## config.mk

```make
export PLATFORM = sky130hd
export DESIGN_NAME = spi_wprot_ctrl
export DESIGN_NICKNAME = d
export VERILOG_FILES = /design/src/rtl/wprot_pkg.sv /design/src/rtl/wp_range_guard.sv /design/src/rtl/wp_enable_latch.sv /design/src/rtl/wp_cfg_reg.sv /design/src/rtl/spi_wprot_ctrl.sv
export SDC_FILE = /design/constraint.sdc
export NUM_CORES = 1
export LEC_CHECK = 0
export ABC_AREA = 1
export CAP_MARGIN = 10
export CORE_ASPECT_RATIO = 0.7
export CORE_MARGIN = 1.5
export CORE_UTILIZATION = 29
export DETAILED_ROUTE_END_ITERATION = 10
export GPL_TIMING_DRIVEN = 0
export PLACE_DENSITY_LB_ADDON = 0.1
export SYNTH_ARGS = -nofsm -noshare
export SYNTH_HDL_FRONTEND = slang
export SYNTH_SLANG_ARGS = --single-unit
```

## constraint.sdc

```tcl
create_clock -name clk -period 1.3 [get_ports clk]
set_input_delay 0.195 -clock clk [delete_from_list [all_inputs] [get_ports clk]]
set_output_delay 0.195 -clock clk [all_outputs]
set_load 0.01 [all_outputs]
```

## src/rtl/wprot_pkg.sv

```systemverilog
package wprot_pkg;
  localparam int ADDR_W = 11;
  localparam int STAT_W = 8;
  localparam int PIN_EN_BIT = 7;
  localparam int BP1_BIT = 3;
  localparam int BP0_BIT = 2;
  localparam int LATCH_BIT = 1;

  typedef struct packed {
    logic       pin_en;
    logic [1:0] bp;
  } nv_cfg_t;

  function automatic logic [STAT_W-1:0] pack_status(nv_cfg_t c, logic latch);
    logic [STAT_W-1:0] b;
    b = '0;
    b[PIN_EN_BIT] = c.pin_en;
    b[BP1_BIT] = c.bp[1];
    b[BP0_BIT] = c.bp[0];
    b[LATCH_BIT] = latch;
    return b;
  endfunction
endpackage

```

## src/rtl/wp_range_guard.sv

```systemverilog
module wp_range_guard #(
  parameter int ADDR_W = 11
) (
  input  logic [1:0]        bp_i,
  input  logic [ADDR_W-1:0] addr_i,
  output logic              prot_o
);
  logic [1:0] top2;
  logic [2:0] thr;
  logic [ADDR_W-3:0] unused_low;

  assign top2 = addr_i[ADDR_W-1:ADDR_W-2];
  assign unused_low = addr_i[ADDR_W-3:0];

  // lowest protected quarter index for each block-protect code
  always_comb begin
    case (bp_i)
      2'b00:   thr = 3'd4;
      2'b01:   thr = 3'd3;
      2'b10:   thr = 3'd2;
      default: thr = 3'd0;
    endcase
  end

  assign prot_o = ({1'b0, top2} >= thr);
endmodule

```

## src/rtl/wp_enable_latch.sv

```systemverilog
module wp_enable_latch (
  input  logic clk,
  input  logic rst_n,
  input  logic wren_i,
  input  logic wrdi_i,
  input  logic sr_grant_i,
  input  logic arr_grant_i,
  input  logic cs_n_i,
  output logic latch_o
);
  logic pend_q;
  logic close_evt;
  logic clr_evt;

  assign close_evt = pend_q & cs_n_i;
  assign clr_evt   = wrdi_i | sr_grant_i | close_evt;

  always_ff @(posedge clk) begin
    if (!rst_n) begin
      latch_o <= 1'b0;
      pend_q  <= 1'b0;
    end else begin
      if (clr_evt)     latch_o <= 1'b0;
      else if (wren_i) latch_o <= 1'b1;
      if (arr_grant_i)  pend_q <= 1'b1;
      else if (cs_n_i)  pend_q <= 1'b0;
    end
  end

  p_wel_set_r2: assert property (@(posedge clk) disable iff (!rst_n)
    (wren_i && !clr_evt) |=> latch_o);
  p_wel_clr_r2: assert property (@(posedge clk) disable iff (!rst_n)
    wrdi_i |=> !latch_o);
  p_arm_close_r5: assert property (@(posedge clk) disable iff (!rst_n)
    (pend_q && cs_n_i) |=> !latch_o);
  p_pend_needs_grant_r5: assert property (@(posedge clk) disable iff (!rst_n)
    $rose(pend_q) |-> $past(arr_grant_i));
endmodule

```

## src/rtl/wp_cfg_reg.sv

```systemverilog
module wp_cfg_reg
  import wprot_pkg::*;
(
  input  logic    clk,
  input  logic    rst_n,
  input  nv_cfg_t init_i,
  input  logic    wr_i,
  input  nv_cfg_t data_i,
  output nv_cfg_t cfg_o,
  output logic    upd_o
);
  always_ff @(posedge clk) begin
    if (!rst_n) begin
      cfg_o <= init_i;
      upd_o <= 1'b0;
    end else begin
      upd_o <= wr_i && (data_i != cfg_o);
      if (wr_i) cfg_o <= data_i;
    end
  end

  p_upd_after_write_r9: assert property (@(posedge clk) disable iff (!rst_n)
    upd_o |-> $past(wr_i));
  p_cfg_hold_r9: assert property (@(posedge clk) disable iff (!rst_n)
    !wr_i |=> $stable(cfg_o));
endmodule

```

## src/rtl/spi_wprot_ctrl.sv

```systemverilog
module spi_wprot_ctrl
  import wprot_pkg::*;
(
  input  logic              clk,
  input  logic              rst_n,
  input  logic              cmd_wren,
  input  logic              cmd_wrdi,
  input  logic              cmd_rdsr,
  input  logic              cmd_wrsr,
  input  logic [STAT_W-1:0] wr_data,
  input  logic              wp_n,
  input  logic              cs_n,
  input  logic              arr_wr_req,
  input  logic [ADDR_W-1:0] arr_addr,
  input  logic [2:0]        nv_init,
  output logic              cmd_ready,
  output logic              arr_wr_grant,
  output logic              sr_wr_grant,
  output logic              stat_valid,
  output logic [STAT_W-1:0] stat_byte,
  output logic              nv_upd,
  output logic [2:0]        nv_val
);
  nv_cfg_t cfg;
  nv_cfg_t cfg_wdata;
  logic    latch;
  logic    prot;
  logic    pin_block;
  logic [4:0] unused_wr_bits;

  assign cmd_ready = 1'b1;

  assign cfg_wdata.pin_en = wr_data[PIN_EN_BIT];
  assign cfg_wdata.bp     = {wr_data[BP1_BIT], wr_data[BP0_BIT]};
  assign unused_wr_bits   = {wr_data[6:4], wr_data[LATCH_BIT], wr_data[0]};

  wp_range_guard #(.ADDR_W(ADDR_W)) u_guard (
    .bp_i   (cfg.bp),
    .addr_i (arr_addr),
    .prot_o (prot)
  );

  assign pin_block    = cfg.pin_en & ~wp_n;
  assign arr_wr_grant = arr_wr_req & latch & ~prot;
  assign sr_wr_grant  = cmd_wrsr & latch & ~pin_block;

  wp_enable_latch u_latch (
    .clk         (clk),
    .rst_n       (rst_n),
    .wren_i      (cmd_wren),
    .wrdi_i      (cmd_wrdi),
    .sr_grant_i  (sr_wr_grant),
    .arr_grant_i (arr_wr_grant),
    .cs_n_i      (cs_n),
    .latch_o     (latch)
  );

  wp_cfg_reg u_cfg (
    .clk    (clk),
    .rst_n  (rst_n),
    .init_i (nv_cfg_t'(nv_init)),
    .wr_i   (sr_wr_grant),
    .data_i (cfg_wdata),
    .cfg_o  (cfg),
    .upd_o  (nv_upd)
  );

  assign nv_val = cfg;

  always_ff @(posedge clk) begin
    if (!rst_n) begin
      stat_valid <= 1'b0;
      stat_byte  <= '0;
    end else begin
      stat_valid <= cmd_rdsr;
      if (cmd_rdsr) stat_byte <= pack_status(cfg, latch);
    end
  end

  p_arr_needs_latch_r3: assert property (@(posedge clk) disable iff (!rst_n)
    arr_wr_grant |-> latch);
  p_full_protect_r4: assert property (@(posedge clk) disable iff (!rst_n)
    (cfg.bp == 2'b11) |-> !arr_wr_grant);
  p_pin_blocks_sr_r6: assert property (@(posedge clk) disable iff (!rst_n)
    (cfg.pin_en && !wp_n) |-> !sr_wr_grant);
  p_sr_clears_latch_r7: assert property (@(posedge clk) disable iff (!rst_n)
    sr_wr_grant |=> !latch);
  p_rdsr_valid_r8: assert property (@(posedge clk) disable iff (!rst_n)
    cmd_rdsr |=> stat_valid);
  p_fixed_zero_r8: assert property (@(posedge clk) disable iff (!rst_n)
    stat_valid |-> (stat_byte[6:4] == 3'b000 && stat_byte[0] == 1'b0));
endmodule

```

== Word level (Yosys, flattened, before mapping) ==
Cells that the tools add are included.

* Flip-flop bits (word level): 11
* Input bits: 31
* Output and inout port bits: 16
* Logic and storage cells: 33

* Order comparisons: 1
* Eq/ne operators: 4
* Mux-type cells: 5
* Bitwise operators: 12
* Reductions and logical operators: 4

{| class="wikitable"
|+ Operators with widths
! kind !! number
|-
| case mux 3 bit (3 select lines) || 1
|-
| AND 1 bit || 6
|-
| two-way mux 3 bit || 2
|-
| inverter 1 bit || 4
|-
| greater-or-equal comparator 2 x 3 -> 1 bit || 1
|-
| != test 3 bit || 1
|-
| == test 2 x 1 -> 1 bit (second input constant) || 1
|-
| == test 2 bit (second input constant) || 1
|-
| zero test 2 bit || 1
|-
| two-way mux 1 bit || 2
|-
| != test 2 x 1 -> 1 bit (second input constant) || 1
|-
| OR 1 bit || 2
|-
| nonzero test 2 bit || 1
|-
| OR reduction 2 bit || 1
|-
| logical AND 1 bit || 1
|}

== Depth between registers and ports, before layout ==
Gate-level depths: netlist of run 1.

* Depth after elaboration: 7
* Mapped depth: 7
* Mapped depth without buffers: 7

== Cells and area by module ==
Synthesis of run 1 repeated with hierarchy kept, for this count alone.

* Cells, all modules: 100
* Area total of the unflattened synthesis: 680.7 um2

{| class="wikitable"
|+ Modules (own cells, without submodules)
! module !! times used !! cells an instance !! area an instance (um2) !! seq. area each (um2)
|-
| spi_wprot_ctrl || 1 || 40 || 267.8 || 100.1
|-
| wp_cfg_reg || 1 || 33 || 227.7 || 110.1
|-
| wp_range_guard || 1 || 14 || 96.3 || 0.0
|-
| wp_enable_latch || 1 || 13 || 88.8 || 40.0
|}

== Worst setup path before layout of run 1 ==
Ideal clock, no wire load.

* Path type: register -> output
* Start: register u_cfg.cfg_o[0] (netlist bit)
* End: output port arr_wr_grant
* Data arrival time: 1.378 ns
* Required time: 1.105 ns
* Setup slack: -0.273 ns
* Cell stages (with the launch flop): 8
* Path buffers: 0
* Cell sequence: edfxtp_1 -> inv_1 -> ha_1 -> inv_1 -> ha_1 -> nand3_1 -> nand4_2 -> inv_1

* Longest elaborated chain between the ends: 5
* Elaborated cells on any way between the ends: 7
* Classes of those cells: order compare (1); eq/ne (2); mux (1); bitwise (2); reduce/logical (1)

{| class="wikitable"
|+ RTL lines
! item !! line !! text
|-
| start: declaration || wp_cfg_reg.sv:9 || <nowiki>output nv_cfg_t cfg_o,</nowiki>
|-
| start signal: assignment || wp_cfg_reg.sv:14 || <nowiki>cfg_o <= init_i;</nowiki>
|-
| start signal: assignment || wp_cfg_reg.sv:18 || <nowiki>if (wr_i) cfg_o <= data_i;</nowiki>
|-
| == test 2 bit (tied with other cells) || wp_range_guard.sv:17 || <nowiki>case (bp_i)</nowiki>
|-
| case mux 3 bit (3 select lines) * || wp_range_guard.sv:17 ||
|-
| greater-or-equal comparator 2 x 3 -> 1 bit * || wp_range_guard.sv:25 || <nowiki>assign prot_o = ({1'b0, top2} >= thr);</nowiki>
|-
| inverter 1 bit * || spi_wprot_ctrl.sv:44 || <nowiki>assign arr_wr_grant = arr_wr_req & latch & ~prot;</nowiki>
|-
| AND 1 bit * || spi_wprot_ctrl.sv:44 ||
|-
| end: declaration || spi_wprot_ctrl.sv:17 || <nowiki>output logic arr_wr_grant,</nowiki>
|}

Mark *: on every way between the ends. The rest lies on a longest branch, timed or not.

== Worst setup path after layout of run 1 ==
Ends and elaborated chain as after synthesis.

==> summary.json, run 1 <==
{
  "logic_synthesis": {
    "synth_top_area_share_pct": 26.0,
    "synth_cell_type_count": 21,
    "synthMostInstantiatedCell": "nand2_1",
    "yosys_register_bits": 11,
    "synthesis.area_um2": 617,
    "ys_async_sr_fraction_pct": 0,
    "synth_edf_count": 3,
    "ys_seq_area_share_pct": 40.6,
    "ys_top_cells_by_area": "dfxtp_1 (26%), edfxtp_1 (15%), nand2_1 (8.5%), ha_1 (8.1%), buf_4 (7.3%)",
    "synth_warnings": 0,
    "yosysTopAreaCell": "dfxtp_1",
    "synth_cells": 74,
    "syn_area_per_cell_um2": 8.34,
    "post_synth_most_frequent_cells": "nand2_1 (14), inv_1 (12), dfxtp_1 (8)",
    "yosys_most_used_dff": "dfxtp_1"
  },
  "layout": {
    "core_util_final_pct": 53.1,
    "design.final.nets": 148,
    "finish.instance_area_um2": 1030,
    "fin_cells": 134,
    "drive_above_1_share_pct": 31.3,
    "antenna_cells": 0,
    "layout_area_overhead_pct": 66.7
  },
  "clocking": {
    "ctsHtreeMaxLevel": 1,
    "cts.path.max_buffers": 2,
    "number_of_buffers_created_by_cts": 3,
    "clk-insertion-delay-late_ns": 0.27,
    "cts_hold_repair.buffers": 0,
    "clockRootBuffer": "clkbuf_4",
    "tritoncts_num_sinks": 11,
    "cts_tree": "done",
    "clk_transition_reported_paths_ns": 0.07
  },
  "floorplanning": {
    "rows": 13,
    "die_height_um": 41.6,
    "fp.coreArea_um2": 1940,
    "die_width_um": 58.1,
    "io_pins": 47,
    "fp.dieArea_um2": 2420,
    "start_util_pct": 31.9
  },
  "worst_setup_path": {
    "cp_data_required_time_ns": 1.11,
    "crit_slowest_cell": "edfxtp_1",
    "worst-r2r-cell-count": 7,
    "critPathCapture": "arr_wr_grant",
    "crit_path_max_fanout": 2,
    "timing.critical_path.cells": "buf_6 > ha_2 > ha_4 > nand3_1 > nand4_2 > inv_2 > buf_6",
    "critPathBufInv": 3,
    "critical_path.startpoint_type": "register",
    "path_common_cell": "buf_6",
    "regToRegEndpoint": "u_latch.pend_q",
    "critPathMaxStageDelay_ns": 0.42,
    "crit_family": "adder cells",
    "arr_time_crit_path_ns": 1.62,
    "worst_setup_path_end_kind": "output port",
    "crit_path_start": "u_cfg.cfg_o[0]",
    "path_depth": 7,
    "crit_type": "register to output port",
    "worstReg2RegStart": "u_cfg.cfg_o[0]",
    "ff2ff_setup_slack_ns": -0.19
  },
  "grt": {
    "top_usage_layer": "met2",
    "grtUsageMet3_pct": 6.54,
    "met2_usage_pct": 18.0,
    "grt_pass1_vias": 490,
    "antenna_violations_before_repair": 0,
    "grt_pass1_wl_um": 2260,
    "grt_max_degree": 11,
    "grt_remaining_overflow": 0,
    "groute.usage.overall_pct": 12.4,
    "groute.layer.met1.usage_pct": 16.4
  },
  "detailed_routing": {
    "finalWirelength_um": 1320,
    "postRouteAntennaNets": 0,
    "detail_route.iter0.violations": 14,
    "via_count": 559,
    "remaining_drc_errors": 3,
    "firstDrtPassIters": 7,
    "post_drt_via_cell_ratio": 4.17,
    "post_drt_wl_per_cell_um": 9.83
  },
  "sta": {
    "layout_worst_path_cycle_share_pct": 139,
    "slew_violations": 0,
    "rsz0062_at_grt": "true",
    "finalWorstSetupSlack_ns": -0.512,
    "final.setup_skew_ns": 0.00213,
    "setup-tns-final_ns": -0.701,
    "finalWorstPathRequiredPeriod_ns": 1.81,
    "timing.final.hold_violations": 0,
    "achievable-frequency_mhz": 552,
    "setup-violations-final": 2
  },
  "pwr": {
    "power_per_standard_cell_area_nw_per_um2": 845,
    "irDropWorstVdd_mv": 0.509,
    "p_leak_nw": 0.486
  },
  "status": {
    "failed_checks": "DRC, setup timing",
    "result_of_the_run": "finished with violations"
  },
  "place": {
    "placedCellCount": 125,
    "gp_congestion": 0.735,
    "hpwlAfterDp_um": 1000,
    "place.port_buffers": 26,
    "dpl-instance-area_um2": 916
  },
  "min_path": {
    "hold_path_class": "input pin to register"
  },
  "job": {
    "maxCapViolations": 0
  }
}
## through the flow
| stage | worst slack (ns) | power (mW) | hold WS [ns] |
|---|---|---|---|
| 4_1_cts | -0.534 | 0.857 | 0.192 |
| 2_1_floorplan | -0.250 | 0.502 | 0.265 |
| 3_3_place_gp | -0.776 | 0.604 | 0.465 |
| 5_1_grt | -0.615 | 0.934 | 0.185 |
| 3_5_place_dp | -0.796 | 0.607 | 0.473 |
| 6_report | -0.512 | 0.870 | 0.193 |
## state kept, by name, indices dropped and copies added (netlist names)
signal and cells:
stat_byte 4, u_cfg.cfg_o 3, stat_valid 1, u_cfg.upd_o 1
u_latch.latch_o 1, u_latch.pend_q 1
## power by group
| group | switching (mW) | total (mW) | internal, mW |
|---|---|---|---|
| Sequential | 0.0124 | 0.386 | 0.374 |
| Clock | 0.120 | 0.239 | 0.119 |
| Combinational | 0.106 | 0.244 | 0.138 |
| Total | 0.239 | 0.870 | 0.631 |
## final cells by class
class,count,area [µm²]
buffer,7,50.0
clock buffer,4,26.3
fill,195,907
inverter,13,48.8
multi-input combinational,46,324
sequential,11,250
tap,22,27.5
timing repair buffer,31,302
## worst register-to-register path, cell delays in order (launching register included)
cell,delay [ns]
edfxtp_1,0.42
buf_6,0.14
ha_2,0.19
ha_4,0.23
nand3_1,0.09
nand4_2,0.12
buf_4,0.16
a21oi_2,0.09
## layer usage
metal,wire (µm),part of all wire [%]
met1,609,46
met2,578,44
met3,121,9.2
met4,7,0.53
met5,0,0
## cells by family after synthesis
group / share of synthesized area, %
other: 1.22
flip-flops: 40.6
buffers and inverters: 16.0
AND/OR/NAND/NOR: 19.7
adder cells (fa/ha/maj): 8.11
XOR/XNOR: 4.26
AO/OA/AOI/OAI: 10.1
## worst min path at each step
stage | start | end | depth (start not counted)
floorplan | cmd_wrdi | u_latch.latch_o | 1
finish | cmd_rdsr | stat_byte[3] | 2
CTS | cmd_rdsr | stat_byte[3] | 2
global route | cmd_rdsr | stat_valid | 3
detailed placement | u_latch.pend_q | u_latch.pend_q | 2
global placement | u_latch.pend_q | u_latch.pend_q | 2
## timing repair
action,in CTS,in global routing
resized for setup,26,12
buffers inserted,5,1
setup endpoints to repair,12,4
pin swaps,3,3
## cells in the final DEF, fill, tap and decap left out, types with 2 or more instances in the layout
master / count
a21oi_1: 4
buf_4: 9
buf_6: 6
clkbuf_4: 3
clkdlybuf4s50_1: 15
conb_1: 5
dfxtp_1: 8
dlygate4sd2_1: 7
edfxtp_1: 3
ha_4: 3
inv_1: 7
inv_2: 5
nand2_1: 14
nand3_1: 3
nor2_4: 2
o21ai_0: 5
xnor2_1: 3
(Power assumes the default switching activity.)
==> inputs of run 2 (changes only) <==
==> constraint.sdc (replaced) <==
create_clock -name clk -period 1.3 [get_ports clk]
set_input_delay 0.13 -clock clk [delete_from_list [all_inputs] [get_ports clk]]
set_output_delay 0.13 -clock clk [all_outputs]
set_load 0.01 [all_outputs]
==> run 2 against run 1 <==
  * Critical endpoint unchanged
  * The run still ends with DRC, setup timing left
  * Critical path type unchanged
  * Fmax increased by 3.9%
  * Routed wire length increased by 1.6%
  * Sequential share of layout area decreased by 0.059 points
  * Combinational power about the same
  * First-iteration DRC count increased by 7.1%
  * Global-route usage unchanged
  * Design area increased by 0.24%
  * Register-to-register slack about the same
  * Via count increased by 0.72%
==> summary.json, run 2 (synthesized netlist as in run 1, its figures left out) <==
{
  "status": {
    "result_of_the_run": "finished with violations",
    "failed_checks": "DRC, setup timing"
  },
  "sta": {
    "setup-tns-final_ns": -0.630,
    "layout_worst_path_cycle_share_pct": 134,
    "timing.final.hold_violations": 0,
    "slew_violations": 0,
    "finalWorstPathRequiredPeriod_ns": 1.74,
    "final.setup_skew_ns": 0.00221,
    "rsz0062_at_grt": "true",
    "achievable-frequency_mhz": 573,
    "setup-violations-final": 2,
    "finalWorstSetupSlack_ns": -0.444
  },
  "min_path": {
    "min_from": "cmd_rdsr",
    "worst_hold_path.endpoint": "stat_byte[3]",
    "hold_path_class": "input pin to register",
    "whs_path_depth": 2
  },
  "detailed_routing": {
    "postRouteAntennaNets": 0,
    "firstDrtPassIters": 7,
    "post_drt_via_cell_ratio": 4.17,
    "post_drt_wl_per_cell_um": 9.91,
    "finalWirelength_um": 1340,
    "via_count": 563,
    "top_layer": "met4",
    "detail_route.iter0.violations": 15,
    "remaining_drc_errors": 3,
    "dr_wl_met3_um": 125,
    "dr_wl_met2_um": 592,
    "route.layer.met1.wl_um": 613
  },
  "worst_setup_path": {
    "worst_setup_path_end_kind": "output port",
    "regToRegEndpoint": "u_latch.pend_q",
    "worstReg2RegStart": "u_cfg.cfg_o[0]",
    "crit_type": "register to output port",
    "cp_data_required_time_ns": 1.17,
    "critical_path.startpoint_type": "register",
    "ff2ff_setup_slack_ns": -0.19,
    "crit_path_max_fanout": 2,
    "arr_time_crit_path_ns": 1.61,
    "worst-r2r-cell-count": 7
  },
  "clocking": {
    "number_of_buffers_created_by_cts": 3,
    "cts.path.max_buffers": 2,
    "tritoncts_num_sinks": 11,
    "clk_transition_reported_paths_ns": 0.07,
    "clockRootBuffer": "clkbuf_4",
    "clk-insertion-delay-late_ns": 0.27,
    "cts_hold_repair.buffers": 0,
    "ctsHtreeMaxLevel": 1,
    "cts_tree": "done"
  },
  "layout": {
    "largest_register": "stat_byte",
    "design.final.nets": 149,
    "antenna_cells": 0,
    "leading_cell_types_in_the_layout_fill_and_taps_excluded": "clkdlybuf4s50_1 (17), nand2_1 (14), buf_4 (11)",
    "biggestRegsByFlops": "stat_byte x4, u_cfg.cfg_o x3",
    "most_common_library_cell_in_the_layout_ignoring_fill_and_taps": "clkdlybuf4s50_1",
    "finish.instance_area_um2": 1030,
    "fin_cells": 135,
    "number_of_flip_flops_in_the_largest_register": 4,
    "layout_area_overhead_pct": 67.1,
    "drive_above_1_share_pct": 31.9
  },
  "pwr": {
    "power_per_standard_cell_area_nw_per_um2": 843,
    "p_leak_nw": 0.522,
    "totalPowerFinal_mw": 0.869,
    "irDropWorstVdd_mv": 0.509
  },
  "place": {
    "gp_congestion": 0.735,
    "placedCellCount": 125,
    "placement.setup.worst_slack_ns": -0.731,
    "place.port_buffers": 26,
    "dpl-instance-area_um2": 916,
    "hpwlAfterDp_um": 1000
  },
  "job": {
    "maxCapViolations": 0
  },
  "floorplanning": {
    "fp.dieArea_um2": 2420,
    "start_util_pct": 31.9,
    "die_height_um": 41.6,
    "rows": 13,
    "fp.coreArea_um2": 1940,
    "io_pins": 47,
    "die_width_um": 58.1
  },
  "grt": {
    "groute.usage.overall_pct": 12.4,
    "grt_remaining_overflow": 0,
    "grt_pass1_vias": 490,
    "grt_pass1_wl_um": 2260,
    "grt_max_degree": 11,
    "antenna_violations_before_repair": 0
  }
}
## run 2: stage by stage
stage | hold WS [ns] | util [%]
after floorplan | 0.200 | -
after global placement | 0.411 | 47.3
after detailed placement | 0.418 | 47.3
after CTS | 0.127 | 50.9
after global routing | 0.120 | 53.3
final | 0.128 | 53.3
## run 2: layout make-up
cell class                      count  area, µm²
Inverter                           13       48.8
Tap cell                           22       27.5
Fill cell                         205        905
Buffer                              7       50.0
Multi-Input combinational cell     46        324
Timing Repair Buffer               32        304
Clock buffer                        4       26.3
Sequential cell                    11        250
## run 2: worst max path at each step
stage | from | to | depth (start not counted)
CTS | u_cfg.cfg_o[1] | arr_wr_grant | 8
global placement | u_cfg.cfg_o[0] | arr_wr_grant | 8
detailed placement | u_cfg.cfg_o[0] | arr_wr_grant | 8
finish | u_cfg.cfg_o[0] | arr_wr_grant | 7
global route | u_cfg.cfg_o[1] | arr_wr_grant | 8
floorplan | u_cfg.cfg_o[0] | arr_wr_grant | 7
## run 2: worst max-delay path, stage by stage, from the launching register on
cell and delay (ns):
edfxtp_1 0.42, buf_6 0.14, ha_2 0.19, ha_4 0.23, nand3_1 0.09, nand4_2 0.12
inv_2 0.07, buf_6 0.09
## run 2: routing by layer
layer	up-vias	global-route usage, %
met4	0	2.79
met5	-	0
met3	2	6.54
li1	298	-
met2	22	18.0
met1	241	16.4
## run 2: power breakdown
group	internal (mW)	leakage, nW	switching (mW)
Sequential	0.374	0.0958	0.0126
Combinational	0.138	0.412	0.106
Clock	0.119	0.0150	0.120
Total	0.631	0.522	0.238
## run 2: what timing repair did
action	4_1_cts	5_1_grt
buffers inserted	5	1
endpoints found under the setup margin	6	9
gates resized for setup	17	13
pin swaps	3	3
